File: src/rtl/pcUnitPkg.sv
package pcUnitPkg;

  typedef enum logic {
    OP_INC = 1'b0,
    OP_ADD = 1'b1
  } pcOpE;

  // Strobes passed from the control decode to the datapath
  typedef struct packed {
    logic clear;    // force count to zero
    logic capture;  // load adder result
    logic addAux;   // adder operand: auxiliary offset instead of one
  } pcStrobeS;

endpackage

File: src/rtl/pcCtrl.sv
module pcCtrl
  import pcUnitPkg::*;
(
  input  logic     rst,
  input  logic     writeEn,
  input  logic     opSel,
  output pcStrobeS strobe
);

  pcOpE opKind;

  always_comb begin
    opKind         = pcOpE'(opSel);
    strobe         = '0;
    strobe.clear   = rst;
    strobe.capture = writeEn && !rst;
    strobe.addAux  = (opKind == OP_ADD);
  end

endmodule

File: src/rtl/pcDatapath.sv
module pcDatapath
  import pcUnitPkg::*;
#(
  parameter int CountW = 8
) (
  input  logic              clk,
  input  pcStrobeS          strobe,
  input  logic [CountW-1:0] auxVal,
  output logic [CountW-1:0] count
);

  localparam logic [CountW-1:0] StepOne = CountW'(1);

  logic [CountW-1:0] operand;
  logic [CountW-1:0] sumVal;
  logic [CountW-1:0] nextVal;

  // One adder serves both operations; the carry out is dropped so the sum wraps
  always_comb begin
    operand = strobe.addAux ? auxVal : StepOne;
    sumVal  = count + operand;
    if (strobe.clear)        nextVal = '0;
    else if (strobe.capture) nextVal = sumVal;
    else                     nextVal = count;
  end

  always_ff @(posedge clk) begin
    count <= nextVal;
  end

endmodule

File: src/rtl/pcRelUnit.sv
module pcRelUnit
  import pcUnitPkg::*;
#(
  parameter int CountW = 8,
  parameter int AddrW  = 15
) (
  input  logic              clk,
  input  logic              rst,
  input  logic              writeEn,
  input  logic              opSel,
  input  logic [CountW-1:0] auxVal,
  output logic [CountW-1:0] count,
  output logic [AddrW-1:0]  addr
);

  localparam int PadW = AddrW - CountW;

  pcStrobeS strobe;

  pcCtrl uCtrl (
    .rst     (rst),
    .writeEn (writeEn),
    .opSel   (opSel),
    .strobe  (strobe)
  );

  pcDatapath #(.CountW(CountW)) uPath (
    .clk    (clk),
    .strobe (strobe),
    .auxVal (auxVal),
    .count  (count)
  );

  generate
    if (PadW > 0) begin : gPad
      assign addr = {{PadW{1'b0}}, count};
    end else begin : gTrunc
      assign addr = count[AddrW-1:0];
    end
  endgenerate

endmodule

File: config.mk
export PLATFORM = sky130hd
export DESIGN_NAME = pcRelUnit
export DESIGN_NICKNAME = d
export VERILOG_FILES = /design/src/rtl/pcUnitPkg.sv /design/src/rtl/pcCtrl.sv /design/src/rtl/pcDatapath.sv /design/src/rtl/pcRelUnit.sv
export SDC_FILE = /design/constraint.sdc
export NUM_CORES = 1
export LEC_CHECK = 0
export BUFFER_PORTS_ARGS = -buffer_cell sky130_fd_sc_hd__buf_2
export CAP_MARGIN = 15
export CORE_MARGIN = 2
export CORE_UTILIZATION = 49
export DETAILED_ROUTE_END_ITERATION = 6
export GPL_TIMING_DRIVEN = 0
export MAX_ROUTING_LAYER = met4
export PLACE_DENSITY = 0.83
export SYNTH_ARGS = -nofsm -noshare
export SYNTH_HDL_FRONTEND = slang
export SYNTH_SLANG_ARGS = --single-unit
File: constraint.sdc
create_clock -name clk -period 3.6 [get_ports clk]
set_input_delay 0.18 -clock clk [delete_from_list [all_inputs] [get_ports clk]]
set_output_delay 0.18 -clock clk [all_outputs]
set_load 0.05 [all_outputs]
==> out/metrics.cfg, run 1 <==
[outcome]
status = finished clean

[routing]
vias = 747
met3_length_um = 117
dr.max_layer_used = met4
drt_pass1_iterations = 4
ant_nets = 0
met2_length_um = 834
met1_length_um = 673
routed_wl_um = 1641
via_per_inst = 5.047
drc = 0
drt-initial-drc-count = 7
wl_per_cell_um = 11.09

[floorplan]
io_pins = 35
die_x_um = 43.98
fp.coreArea_um2 = 1506
row_count = 14
dieArea_um2 = 1934
start_util_pct = 51.99
die_h_um = 43.98

[clock_tree]
cts_hold_buf = 0
clock_latency_ps = 260
cts.sinks = 8
clk_pin_slew_ps = 60
cts_resized = 0
cts_tree = yes
cts_setup_buffers = 0
root_buffer = clkbuf_4
clock_path_buffers = 2
numCtsBuffers = 3
h-tree-depth = 1

[finish]
top_register = uPath.count
largestRegisters = uPath.count x8
syn2layout_area_growth_pct = 24.92
fin_nets = 154
largest_register_ffs = 8
antennaDiodeCount = 0
seqCellArea_um2 = 160.2
multi_input_area_um2 = 495.5
n_fill_cell = 136
drive_gt1_share_pct = 38.64
final_util_pct = 64.95

[global_routing]
grt_overflow_total = 0
track_usage_pct = 18.91
grt_pass1_wl_um = 2628
grt_max_degree = 11
grt_antenna_before_repair = 0
grt_pass1_vias = 650

[power_and_ir_drop]
vdd_drop_max_v = 0.0002154
leakage_nw = 0.5403
powerDensity_nw_per_um2 = 350.5

[job]
cap_violations = 0

[critical_path]
path_buf_inv = 1
cp_max_fo = 4
crit_path_top_delay_cell = or4_1
startpoint_type = flop
crit_path_max_incr_delay_ps = 520
crit_chain = ha_1, inv_1, fa_1, and2b_1, o21a_2, o21bai_2, and3_1, or4_1
cp.required_ps = 3740
cp.arrival_ps = 2390
crit_family = simple AND/OR/NAND/NOR gates
path_class = reg2reg
end_kind = flop

[timing]
max_freq_mhz = 443.3
period_needed_ps = 2256
setup_slack_ps = 1344
slew_viol_final = 0
fin_crit_sh_pct = 62.66
rsz0062_at_grt = no
tns_ps = 0
finalClockSkew_ps = 8.808
finalSetupViolCount = 0
final_hold_viol_count = 0

[placed_design]
pre_cts_ws_ps = 1288
port_buffers = 26
hpwl_um = 1278
gp_congestion = 0.7650

[logic_synthesis]
ys.flop_type = dfxtp_1
synth_warnings = 0
synth_cell_types = 36
avgSynthCellArea_um2 = 8.075
ys_seq_area_share_pct = 20.45
netlist_instances = 97
syn_area_um2 = 783.3
synth_edf_count = 0
synthArstFlopShare_pct = 0
ys_ff_latch = 8
yosys.area.top_type_share_pct = 20.45
synth.area.top_cells = dfxtp_1 (20%), buf_4 (15%), ha_1 (11%)
synth_top_cell_by_area = dfxtp_1

[worst_hold_path]
hold_path_class = in2reg

per-stage QoR:
| step | instance area, um^2 | power (mW) | instances | hold WS (ps) |
|---|---|---|---|---|
| finish | 978.4 | 0.3429 | 148 | 210.1 |
| global route | 978.4 | 0.3633 | 148 | 216.9 |
| CTS | 978.4 | 0.3466 | 148 | 205.3 |
| detailed placement | 955.9 | 0.2736 | 145 | 479.4 |
| global placement | 955.9 | 0.2692 | 145 | 472.3 |
| floorplan | 805.8 | 0.2423 | 103 | 368.7 |
layout make-up:
class | instances | area share [%]
well taps | 16 | 2.046
inverters | 5 | 1.918
clock buffers | 3 | 2.302
flip-flops and latches | 8 | 16.37
repair buffers | 26 | 13.30
multi-input cells | 73 | 50.64
plain buffers | 17 | 13.43
layer usage:
layer  GRT usage (%)  vias up
li1                -      390
met1           20.15      332
met2           32.65       23
met3           5.000        2
met4           7.879        0
met5               -        -
cell families (layout without fill, tap and decap cells):
group / count (synthesis) / in the layout / synth area share [%]
compound gates: 18 / 18 / 17.25
fa+ha+maj: 8 / 8 / 13.74
buf+inv: 22 / 51 / 19.17
flops: 8 / 8 / 20.45
mux: 3 / 3 / 3.994
other cells: 1 / 7 / 0.4788
simple gates: 37 / 37 / 24.92
worst register-to-register path, stage by stage, from the launching register on:
cell and delay [ps]:
dfxtp_1 360, ha_1 220, inv_1 70, fa_1 380, and2b_1 230, o21a_2 150
o21bai_2 60, and3_1 140, or4_1 520
synthesized netlist by cell type (2+ instances only):
| master | n |
|---|---|
| inv_1 | 4 |
| a211oi_2 | 2 |
| buf_4 | 16 |
| a21oi_1 | 5 |
| nor2_1 | 8 |
| and2_1 | 5 |
| nor2b_1 | 2 |
| mux2i_1 | 2 |
| a211oi_1 | 2 |
| nor4_1 | 2 |
| nor3b_1 | 2 |
| dfxtp_1 | 8 |
| nor3_1 | 3 |
| nand2_1 | 8 |
| ha_1 | 7 |
power breakdown:
group	switching [mW]	internal [mW]	leakage (nW)
combinational	0.112	0.0557	0.461
sequential	0.00735	0.0965	0.0658
clock	0.0330	0.0383	0.0138
total	0.152	0.190	0.540
cells in the final DEF (no fill, tap or decap), drive strengths merged:
master / instances
o21bai: 2
conb: 7
or4: 1
ha: 7
o21a: 1
a2111oi: 1
and2b: 1
nor4b: 1
and2: 5
nor4: 2
a211oi: 4
dfxtp: 8
mux2i: 2
nor2: 8
o31ai: 1
buf: 43
a21o: 1
a21oi: 5
fa: 1
and3: 1
nand2b: 1
nand3b: 1
nand2: 8
nand3: 1
a211o: 1
clkbuf: 3
mux2: 1
o21ai: 2
nor3: 3
inv: 5
nor2b: 2
nor3b: 2
worst paths after layout:
check | start | endpoint | slack (ps) | depth (start not counted)
worst min register to register | uPath.count[4] | uPath.count[4] | 490 | 2
worst max register to register | uPath.count[0] | uPath.count[6] | 1340 | 8
worst min-delay path | writeEn | uPath.count[1] | 210 | 2
worst max-delay path | uPath.count[0] | uPath.count[6] | 1340 | 8
Power figures use the tool's default switching activity.
==> run 2: changes to the inputs <==
CORE_UTILIZATION = 41   (was 49)
PLACE_DENSITY = 0.74   (was 0.83)
clock period = 2.07 ns   (was 3.6 ns; I/O delays follow)
==> run 2 against run 1 <==
Net effect:
- fmax is 13% higher
- sequential cell count is the same
- cell count up 10%
- first-iteration DRC count down 43%
==> out/metrics.cfg, run 2 (synthesized netlist as in run 1, its figures left out) <==
[finish]
antennaDiodeCount = 0
largest_register_ffs = 8
final_cells = 163
top_register = uPath.count
multi_input_area_um2 = 510.5
n_fill_cell = 178
final_cell_mix = buf_2 (26), buf_4 (21), nand2_1 (8), nor2_1 (8), conb_1 (7)
drive_gt1_share_pct = 45.65
largestRegisters = uPath.count x8
fin_nets = 159
syn2layout_area_growth_pct = 34.82
seqCellArea_um2 = 170.2
mostFrequentLayoutCell = buf_2

[timing]
fin_crit_sh_pct = 96.58
rsz0062_at_grt = yes
finalClockSkew_ps = 7.874
finalSetupViolCount = 0
tns_ps = 0
slew_viol_final = 0
period_needed_ps = 1999
final_hold_viol_count = 0
timing.hold.ws_ps = 103.2
max_freq_mhz = 500.2

[global_routing]
grt.busiest_layer = met2
grt_overflow_total = 0
use_met2_pct = 24.00
grt_antenna_before_repair = 0
track_usage_pct = 16.34
grt_pass1_wl_um = 2497
grt_max_degree = 11
grt_util_met1_pct = 21.04
grt_pass1_vias = 605
met3_usage_pct = 3.396

[placed_design]
hpwl_um = 1238
port_buffers = 26
dp_cells = 154
gp_congestion = 0.7600

[worst_hold_path]
hold_path_class = in2reg

[routing]
wl_per_cell_um = 9.926
vias = 758
via_per_inst = 4.650
routed_wl_um = 1618
drc = 0
ant_nets = 0
drt-initial-drc-count = 4
drt_pass1_iterations = 4

[clock_tree]
clk_pin_slew_ps = 70
cts_hold_buf = 0
root_buffer = clkbuf_4
clock_path_buffers = 2
cts_resized = 0
clock_latency_ps = 270
numCtsBuffers = 3
cts_tree = yes
cts.sinks = 8
h-tree-depth = 1

[critical_path]
crit_chain = ha_4, inv_2, fa_2, and2b_1, o21a_2, o21bai_2, and3_1, or4_1
crit_path_max_incr_delay_ps = 450
path_class = reg2reg
cp_max_fo = 3
cp.arrival_ps = 2140
startpoint_type = flop
end_kind = flop
cp.required_ps = 2210
crit_path_top_delay_cell = or4_1

[floorplan]
die_h_um = 47.71
dieArea_um2 = 2276
start_util_pct = 44.40
row_count = 15
io_pins = 35
fp.coreArea_um2 = 1764
die_x_um = 47.71

[outcome]
status = finished clean

[power_and_ir_drop]
leakage_nw = 0.5694
powerDensity_nw_per_um2 = 597.0
vdd_drop_max_v = 0.0003320

[job]
cap_violations = 0

## run 2: cell count changes in the layout (fill, tap and decap cells not counted)
cell and delta:
buf_4 +5, dfxtp_1 -4, dfxtp_2 +2, dfxtp_4 +2, clkbuf_1 +1, fa_1 -1, fa_2 +1, ha_1 -1
ha_4 +1, inv_1 -1, inv_2 +1
## run 2: cell type report
type                    instances  area share [%]
clock buffers                   4           2.488
repair buffers                 31           15.88
plain buffers                  17           12.44
inverters                       5           1.777
well taps                      25           2.962
flip-flops and latches          8           16.11
multi-input cells              73           48.34
## run 2: repair_timing
item                       CTS  global route
setup buffers                2             3
pin swaps                    1             4
setup endpoints to repair    1             2
## run 2: worst max-delay path, delay by kind of cell (launching register included)
family,cells,cell delay (ps)
buffers and inverters,1,40
and+or+nand+nor,3,800
adders and majority gates,2,470
AOI/OAI and AO/OA,2,210
DFF,1,360
## run 2: final timing paths
kind                            depth (start not counted)           start  slack [ps]              to
worst max-delay path                                    8  uPath.count[0]          70  uPath.count[6]
worst min-delay path                                    2         writeEn         100  uPath.count[1]
worst max register to register                          8  uPath.count[0]          70  uPath.count[6]
worst min register to register                          2  uPath.count[4]         500  uPath.count[4]
## run 2: power breakdown
group          leakage [nW]  switching, mW  internal (mW)
Clock                0.0150         0.0701         0.0746
Sequential           0.0678         0.0127          0.169
Combinational         0.487          0.198          0.107
Total                 0.569          0.280          0.350
## run 2: layer usage
metal,wire (um),vias up
met4,36,0
met2,717,25
li1,-,402
met3,107,5
met5,0,-
met1,757,326
## run 2: through the flow
step	utilization (%)	setup WS (ps)	total power, mW	instance area, um^2
floorplan	-	-44.15	0.4270	830.8
global placement	56.24	-57.59	0.4749	992.2
detailed placement	56.24	-84.35	0.4807	992.2
CTS	58.58	14.46	0.6280	1033
global route	59.86	-53.03	0.6715	1056
finish	59.86	70.82	0.6305	1056
